==> src/rtl/pong_pkg.sv <==
package pong_pkg;

  // strobes issued by the control to the datapath, valid for one cycle
  typedef struct packed {
    logic clear;    // restart match
    logic step;     // advance one frame
    logic bounceL;  // ball met left paddle
    logic bounceR;  // ball met right paddle
    logic missL;    // ball got past left paddle
    logic missR;    // ball got past right paddle
  } pong_strobe_t;

  // geometric facts the datapath reports about the current state
  typedef struct packed {
    logic crossL;   // next step would reach the left paddle face
    logic crossR;   // next step would reach the right paddle face
    logic overL;    // ball rows overlap left paddle rows
    logic overR;    // ball rows overlap right paddle rows
  } pong_status_t;

endpackage

==> src/rtl/pong_ctrl.sv <==
module pong_ctrl
  import pong_pkg::*;
(
  input  logic         gameRst,
  input  logic         gameEn,
  input  logic         frameTick,
  input  pong_status_t status,
  output pong_strobe_t strobe
);

  logic stepNow;

  assign stepNow = frameTick && gameEn && !gameRst;

  always_comb begin
    strobe         = '0;
    strobe.clear   = gameRst;
    strobe.step    = stepNow;
    strobe.bounceL = stepNow && status.crossL && status.overL;
    strobe.missL   = stepNow && status.crossL && !status.overL;
    strobe.bounceR = stepNow && status.crossR && status.overR;
    strobe.missR   = stepNow && status.crossR && !status.overR;
  end

endmodule

==> src/rtl/pong_dp.sv <==
module pong_dp
  import pong_pkg::*;
#(
  parameter int H_ACTIVE   = 640,
  parameter int V_ACTIVE   = 480,
  parameter int PAD_LEN    = 64,
  parameter int PAD_SPEED  = 4,
  parameter int PAD_W      = 8,
  parameter int PAD_GAP    = 16,
  parameter int BALL_SIZE  = 8,
  parameter int BALL_SPEED = 3,
  localparam int XW = $clog2(H_ACTIVE),
  localparam int YW = $clog2(V_ACTIVE)
) (
  input  logic          clk,
  input  logic          rst_n,
  input  logic          leftUp,
  input  logic          rightUp,
  input  pong_strobe_t  strobe,
  output pong_status_t  status,
  output logic [XW-1:0] ballX,
  output logic [YW-1:0] ballY,
  output logic [YW-1:0] padL,
  output logic [YW-1:0] padR,
  output logic [3:0]    scoreLeft,
  output logic [3:0]    scoreRight
);

  localparam logic [XW:0]   X_FACE_L = (XW+1)'(PAD_GAP + PAD_W);
  localparam logic [XW:0]   X_FACE_R = (XW+1)'(H_ACTIVE - PAD_GAP - PAD_W);
  localparam logic [XW:0]   X_STEP   = (XW+1)'(BALL_SPEED);
  localparam logic [XW:0]   X_BALL   = (XW+1)'(BALL_SIZE);
  localparam logic [XW-1:0] X_SERVE  = XW'((H_ACTIVE - BALL_SIZE) / 2);
  localparam logic [YW:0]   Y_STEP   = (YW+1)'(BALL_SPEED);
  localparam logic [YW:0]   Y_BALL   = (YW+1)'(BALL_SIZE);
  localparam logic [YW:0]   Y_LEN    = (YW+1)'(PAD_LEN);
  localparam logic [YW:0]   Y_PSTEP  = (YW+1)'(PAD_SPEED);
  localparam logic [YW:0]   Y_BMAX   = (YW+1)'(V_ACTIVE - BALL_SIZE);
  localparam logic [YW:0]   Y_PMAX   = (YW+1)'(V_ACTIVE - PAD_LEN);
  localparam logic [YW-1:0] Y_SERVE  = YW'((V_ACTIVE - BALL_SIZE) / 2);
  localparam logic [YW-1:0] PAD_INIT = YW'((V_ACTIVE - PAD_LEN) / 2);
  localparam logic [3:0]    SCORE_TOP = 4'd9;

  logic        dirRight, dirDown;
  logic [XW:0] bx, xNext;
  logic [YW:0] by, yNext;
  logic        dxNext, dyNext;

  assign bx = {1'b0, ballX};
  assign by = {1'b0, ballY};

  function automatic logic [YW-1:0] movePad(input logic [YW-1:0] p, input logic up);
    logic [YW:0] pe;
    pe = {1'b0, p};
    if (up) movePad = (pe >= Y_PSTEP) ? YW'(pe - Y_PSTEP) : '0;
    else    movePad = (pe + Y_PSTEP <= Y_PMAX) ? YW'(pe + Y_PSTEP) : YW'(Y_PMAX);
  endfunction

  // geometric status toward the control
  always_comb begin
    status.crossL = !dirRight && (bx < X_FACE_L + X_STEP);
    status.crossR = dirRight && (bx + X_STEP + X_BALL > X_FACE_R);
    status.overL  = (by + Y_BALL > {1'b0, padL}) && (by < {1'b0, padL} + Y_LEN);
    status.overR  = (by + Y_BALL > {1'b0, padR}) && (by < {1'b0, padR} + Y_LEN);
  end

  // next ball position: walls on the vertical axis, paddles on the horizontal
  always_comb begin
    if (dirDown) begin
      if (by + Y_STEP >= Y_BMAX) begin yNext = Y_BMAX; dyNext = 1'b0; end
      else                       begin yNext = by + Y_STEP; dyNext = 1'b1; end
    end else begin
      if (by <= Y_STEP) begin yNext = '0; dyNext = 1'b1; end
      else              begin yNext = by - Y_STEP; dyNext = 1'b0; end
    end
    if (strobe.bounceL) begin
      xNext = X_FACE_L; dxNext = 1'b1;
    end else if (strobe.bounceR) begin
      xNext = X_FACE_R - X_BALL; dxNext = 1'b0;
    end else if (dirRight) begin
      xNext = bx + X_STEP; dxNext = 1'b1;
    end else begin
      xNext = bx - X_STEP; dxNext = 1'b0;
    end
  end

  always_ff @(posedge clk or negedge rst_n) begin
    if (!rst_n) begin
      ballX <= X_SERVE; ballY <= Y_SERVE; dirRight <= 1'b1; dirDown <= 1'b1;
      padL <= PAD_INIT; padR <= PAD_INIT;
      scoreLeft <= '0; scoreRight <= '0;
    end else if (strobe.clear) begin
      ballX <= X_SERVE; ballY <= Y_SERVE; dirRight <= 1'b1; dirDown <= 1'b1;
      padL <= PAD_INIT; padR <= PAD_INIT;
      scoreLeft <= '0; scoreRight <= '0;
    end else if (strobe.step) begin
      padL <= movePad(padL, leftUp);
      padR <= movePad(padR, rightUp);
      if (strobe.missL || strobe.missR) begin
        ballX    <= X_SERVE;
        ballY    <= Y_SERVE;
        dirRight <= strobe.missL;
        dirDown  <= 1'b1;
      end else begin
        ballX    <= xNext[XW-1:0];
        ballY    <= yNext[YW-1:0];
        dirRight <= dxNext;
        dirDown  <= dyNext;
      end
      if (strobe.missL && scoreRight != SCORE_TOP) scoreRight <= scoreRight + 4'd1;
      if (strobe.missR && scoreLeft != SCORE_TOP)  scoreLeft  <= scoreLeft + 4'd1;
    end
  end

endmodule

==> src/rtl/pong_render.sv <==
module pong_render #(
  parameter int          H_ACTIVE  = 640,
  parameter int          V_ACTIVE  = 480,
  parameter int          PAD_LEN   = 64,
  parameter int          PAD_W     = 8,
  parameter int          PAD_GAP   = 16,
  parameter int          BALL_SIZE = 8,
  parameter logic [11:0] BALL_RGB  = 12'hFFF,
  parameter logic [11:0] PAD_RGB   = 12'hFF0,
  parameter logic [11:0] BG_RGB    = 12'h001,
  localparam int XW = $clog2(H_ACTIVE),
  localparam int YW = $clog2(V_ACTIVE)
) (
  input  logic          clk,
  input  logic          rst_n,
  input  logic          gameEn,
  input  logic          pixActive,
  input  logic [XW-1:0] pixX,
  input  logic [YW-1:0] pixY,
  input  logic [11:0]   patRgb,
  input  logic [XW-1:0] ballX,
  input  logic [YW-1:0] ballY,
  input  logic [YW-1:0] padL,
  input  logic [YW-1:0] padR,
  output logic [11:0]   rgbOut
);

  localparam logic [XW:0] X_BALL = (XW+1)'(BALL_SIZE);
  localparam logic [YW:0] Y_BALL = (YW+1)'(BALL_SIZE);
  localparam logic [XW:0] X_PW   = (XW+1)'(PAD_W);
  localparam logic [YW:0] Y_LEN  = (YW+1)'(PAD_LEN);

  logic [XW:0]   px;
  logic [YW:0]   py;
  logic          inBall;
  logic [1:0]    inPad;
  logic [YW-1:0] padTop [2];
  logic [11:0]   colour;

  assign px = {1'b0, pixX};
  assign py = {1'b0, pixY};
  assign padTop[0] = padL;
  assign padTop[1] = padR;

  assign inBall = (px >= {1'b0, ballX}) && (px < {1'b0, ballX} + X_BALL) &&
                  (py >= {1'b0, ballY}) && (py < {1'b0, ballY} + Y_BALL);

  for (genvar s = 0; s < 2; s++) begin : g_pad
    localparam logic [XW:0] X0 = (s == 0) ? (XW+1)'(PAD_GAP)
                                          : (XW+1)'(H_ACTIVE - PAD_GAP - PAD_W);
    assign inPad[s] = (px >= X0) && (px < X0 + X_PW) &&
                      (py >= {1'b0, padTop[s]}) && (py < {1'b0, padTop[s]} + Y_LEN);
  end

  always_comb begin
    if (!pixActive)  colour = 12'h000;
    else if (!gameEn) colour = patRgb;
    else if (inBall)  colour = BALL_RGB;
    else if (|inPad)  colour = PAD_RGB;
    else              colour = BG_RGB;
  end

  always_ff @(posedge clk or negedge rst_n) begin
    if (!rst_n) rgbOut <= 12'h000;
    else        rgbOut <= colour;
  end

endmodule

==> src/rtl/pong_engine.sv <==
module pong_engine
  import pong_pkg::*;
#(
  parameter int          H_ACTIVE   = 640,
  parameter int          V_ACTIVE   = 480,
  parameter int          PAD_LEN    = 64,
  parameter int          PAD_SPEED  = 4,
  parameter int          PAD_W      = 8,
  parameter int          PAD_GAP    = 16,
  parameter int          BALL_SIZE  = 8,
  parameter int          BALL_SPEED = 3,
  parameter logic [11:0] BALL_RGB   = 12'hFFF,
  parameter logic [11:0] PAD_RGB    = 12'hFF0,
  parameter logic [11:0] BG_RGB     = 12'h001,
  localparam int XW = $clog2(H_ACTIVE),
  localparam int YW = $clog2(V_ACTIVE)
) (
  input  logic          clk,
  input  logic          rst_n,
  input  logic          gameRst,
  input  logic          gameEn,
  input  logic          frameTick,
  input  logic          leftUp,
  input  logic          rightUp,
  input  logic          pixActive,
  input  logic [XW-1:0] pixX,
  input  logic [YW-1:0] pixY,
  input  logic [11:0]   patRgb,
  output logic [11:0]   rgbOut,
  output logic [3:0]    scoreLeft,
  output logic [3:0]    scoreRight
);

  pong_strobe_t  strobe;
  pong_status_t  status;
  logic [XW-1:0] ballX;
  logic [YW-1:0] ballY, padL, padR;

  pong_ctrl u_ctrl (
    .gameRst(gameRst), .gameEn(gameEn), .frameTick(frameTick),
    .status(status), .strobe(strobe)
  );

  pong_dp #(
    .H_ACTIVE(H_ACTIVE), .V_ACTIVE(V_ACTIVE), .PAD_LEN(PAD_LEN),
    .PAD_SPEED(PAD_SPEED), .PAD_W(PAD_W), .PAD_GAP(PAD_GAP),
    .BALL_SIZE(BALL_SIZE), .BALL_SPEED(BALL_SPEED)
  ) u_dp (
    .clk(clk), .rst_n(rst_n), .leftUp(leftUp), .rightUp(rightUp),
    .strobe(strobe), .status(status),
    .ballX(ballX), .ballY(ballY), .padL(padL), .padR(padR),
    .scoreLeft(scoreLeft), .scoreRight(scoreRight)
  );

  pong_render #(
    .H_ACTIVE(H_ACTIVE), .V_ACTIVE(V_ACTIVE), .PAD_LEN(PAD_LEN),
    .PAD_W(PAD_W), .PAD_GAP(PAD_GAP), .BALL_SIZE(BALL_SIZE),
    .BALL_RGB(BALL_RGB), .PAD_RGB(PAD_RGB), .BG_RGB(BG_RGB)
  ) u_render (
    .clk(clk), .rst_n(rst_n), .gameEn(gameEn), .pixActive(pixActive),
    .pixX(pixX), .pixY(pixY), .patRgb(patRgb),
    .ballX(ballX), .ballY(ballY), .padL(padL), .padR(padR),
    .rgbOut(rgbOut)
  );

endmodule

==> config.mk <==
export PLATFORM = sky130hd
export DESIGN_NAME = pong_engine
export DESIGN_NICKNAME = d
export VERILOG_FILES = /design/src/rtl/pong_pkg.sv /design/src/rtl/pong_ctrl.sv /design/src/rtl/pong_dp.sv /design/src/rtl/pong_render.sv /design/src/rtl/pong_engine.sv
export SDC_FILE = /design/constraint.sdc
export NUM_CORES = 1
export LEC_CHECK = 0
export BUFFER_PORTS_ARGS = -buffer_cell sky130_fd_sc_hd__buf_2
export CORE_ASPECT_RATIO = 1.4
export CORE_MARGIN = 2
export CORE_UTILIZATION = 40
export CTS_CLUSTER_SIZE = 20
export DETAILED_ROUTE_END_ITERATION = 12
export PLACE_DENSITY_LB_ADDON = 0.2
export SYNTH_ARGS = -nofsm -noshare
export SYNTH_HDL_FRONTEND = slang
export SYNTH_HIERARCHICAL = 1
export SYNTH_SLANG_ARGS = --single-unit
==> constraint.sdc <==
create_clock -name clk -period 5.6 [get_ports clk]
set_input_delay 0.56 -clock clk [delete_from_list [all_inputs] [get_ports clk]]
set_output_delay 0.56 -clock clk [all_outputs]
set_load 0.05 [all_outputs]
==> results.toml <==
[outcome]
outcome = "finished, final reports clean"

[routing]
ant_nets = 0
wire_per_inst_um = 17.9
wl_met2_um = 10700
drc = 0
vias = 6656
dr_wl_met3_um = 761
dr.pass1.iters = 5
vias_per_cell = 5.84
wirelength_um = 20400
top_layer = "met4"
first_iter_violations = 413
wl_met1_um = 8190

[layout]
drive_gt1_share_pct = 12.2
multi_input_area_um2 = 5050
fillCellCount = 1813
utilization_pct = 43.6
seq_area_um2 = 1400
layout_common_cells = "112 x ha_1, 86 x inv_1, 63 x nand2_1"
final_common_cell = "ha_1"
diodes = 0
areaGrowthSynthToFinish_pct = 7.80
final_nets = 1054

[timing]
worstMarginPinSlew_ns = 1.00
rsz0062_at_grt = "false"
fin_skew_ns = 0.00859
fin_setup_tns_ns = 0
slew_headroom_pct = 33.2
setup_slack_ns = 1.30
setup_viol = 0
max_freq_ghz = 0.233
min_period_ns = 4.30
finalHoldViolCount = 0
slew_violations = 0
finalCritPeriodShare_pct = 76.7

[critical_path]
cp_top_family = "compound AO/OA/AOI/OAI gates"
critPathMaxStageDelay_ns = 0.74
path_buf_inv = 1
r2r-start = "u_dp/ballY[3]"
worst_path_most_repeated_cell = "a21oi_1"
worstPathMaxFanout = 18
path_cells = "inv_1, ha_1, o21ba_2, o21a_1, o21ai_0, a21oi_1, o31a_1, nor4_1, and3b_1, nor2_1, nand3b_1, a311oi_1, a21oi_1, o2bb2ai_1"
crit_path_start_kind = "register"
startpoint = "u_dp/ballY[3]"
cp-end-kind = "register"
critical_path_arrival_ns = 4.53
critical_path_class = "reg2reg"
crit_slowest_cell = "dfstp_2"
cp.required_ns = 5.83

[floorplanning]
start_util_pct = 40.4
die_x_um = 116
boundaryPins = 59
core_um2 = 17300
dieArea_um2 = 18500
die_h_um = 160
rows = 57

[clock_tree]
clockBufferDepth = 2
numCtsBuffers = 5
clkLatencyLatePin_ns = 0.31
cts_sinks = 55
cts-root-buf = "clkbuf_16"
cts_resized = 0
cts_tree = "done"
post_cts.repair.setup_buffers = 0
htree_levels = 2
path_clk_slew_ns = 0.08
hold_buffers = 0

[logic_synthesis]
synthTopCellsByArea = "ha_1 20%, dfrtp_1 13%, dfstp_2 6.8%"
yosysTopAreaCell = "ha_1"
synth.top_cell.area_share_pct = 20.1
synth_edf_count = 0
yosysSeqAreaShare_pct = 20.0
synthArstFlopShare_pct = 100
synth_seq_cells = 55
ys_types = 81
ys.flop_type = "dfrtp_1"
synth_area_um2 = 6980
syn_area_per_cell_um2 = 7.91
yosysWarnings = 6
syn-instance-count = 882

[placement]
numPortBuffers = 58
post-dp-hpwl_um = 15600
pre_cts_slack_ns = 1.35
place_congestion = 0.919

[power_and_ir_drop]
ir_drop_v = 0.000142
power_density_nw_per_um2 = 153
leakagePower_nw = 3.49

[global_routing]
first_global_vias = 6598
antenna_found_initial = 0
gr-total-overflow = 0
grtUsageTotal_pct = 21.9
grt_max_degree = 56
grt_pass1_wl_um = 33000

[min_path]
worstHoldPathType = "in2async"

[run]
cap_violations = 0
cell usage after synthesis, drive strengths merged (5+ instances only):
master / number
ha: 112
inv: 86
nand2: 64
a21oi: 61
o21ai: 61
nor2: 49
dfrtp: 37
nand3: 34
clkbuf: 32
xnor2: 31
nor3: 21
and3: 18
dfstp: 18
buf: 17
nand2b: 17
a211oi: 15
nand4: 15
o21a: 13
a21o: 11
nor4: 10
a21boi: 9
a31oi: 9
o22ai: 8
and2: 6
o31ai: 6
xor2: 6
a221oi: 5
mux2i: 5
o2111ai: 5
o211ai: 5
or3: 5
or4: 5
flip-flops by register name (all words and copies together), names as in the netlist:
name,flops
u_dp/scoreLeft,4
u_dp/dirRight,1
u_dp/ballY,9
u_dp/dirDown,1
u_dp/padR,7
u_render/rgbOut,12
u_dp/padL,7
u_dp/scoreRight,4
u_dp/ballX,10
final cells by class:
class | count | area share [%]
sequential | 55 | 18.6
tap | 236 | 3.92
multi-input combinational | 695 | 67.2
clock inverter | 3 | 0.299
timing repair buffer | 60 | 4.06
clock buffer | 5 | 1.66
inverter | 86 | 4.29
final timing paths:
kind	end	depth (start not counted)	slack, ns
max	u_dp/ballY[8]	14	1.30
min	u_dp/ballX[7]	2	0.39
max reg2reg	u_dp/ballY[8]	14	1.30
min reg2reg	u_dp/scoreRight[3]	2	0.58
max in group asynchronous	u_dp/padR[2]	2	4.71
min in group clk	u_render/rgbOut[10]	3	0.44
metal layers:
metal,up-vias,GRT usage (%)
met1,3163,25.6
li1,3260,-
met2,196,40.8
met5,-,0
met3,37,1.62
met4,0,8.33
report_power, final:
| part | internal [W] | switching (W) | total (W) |
|---|---|---|---|
| Clock | 0.000169 | 0.000165 | 0.000334 |
| Combinational | 0.000141 | 0.000222 | 0.000363 |
| Sequential | 0.000416 | 0.0000385 | 0.000455 |
kinds of logic after synthesis:
group / synth area share [%]
adder cells (fa/ha/maj): 20.1
other: 0.0537
buffers and inverters: 7.83
XOR/XNOR: 4.64
AND/OR/NAND/NOR: 19.6
AO/OA/AOI/OAI: 26.6
flip-flops: 20.0
multiplexers: 1.20
worst register-to-register path, delay by kind of cell, from the launching register on:
kind,cells,cell delay (ns)
AOI/OAI and AO/OA,8,1.51
and+or+nand+nor,4,1.37
DFF,1,0.74
adders and majority gates,1,0.37
buffers and inverters,1,0.22
metrics by stage:
step | hold WS [ns] | instance area [µm²] | cells | power (W)
2_1_floorplan | 0.264 | 6990 | 885 | 0.000710
3_3_place_gp | 0.549 | 7380 | 1132 | 0.000822
3_5_place_dp | 0.563 | 7380 | 1132 | 0.000822
4_1_cts | 0.439 | 7520 | 1140 | 0.00116
5_1_grt | 0.456 | 7520 | 1140 | 0.00123
6_report | 0.393 | 7520 | 1140 | 0.00115
(Power assumes the default switching activity.)
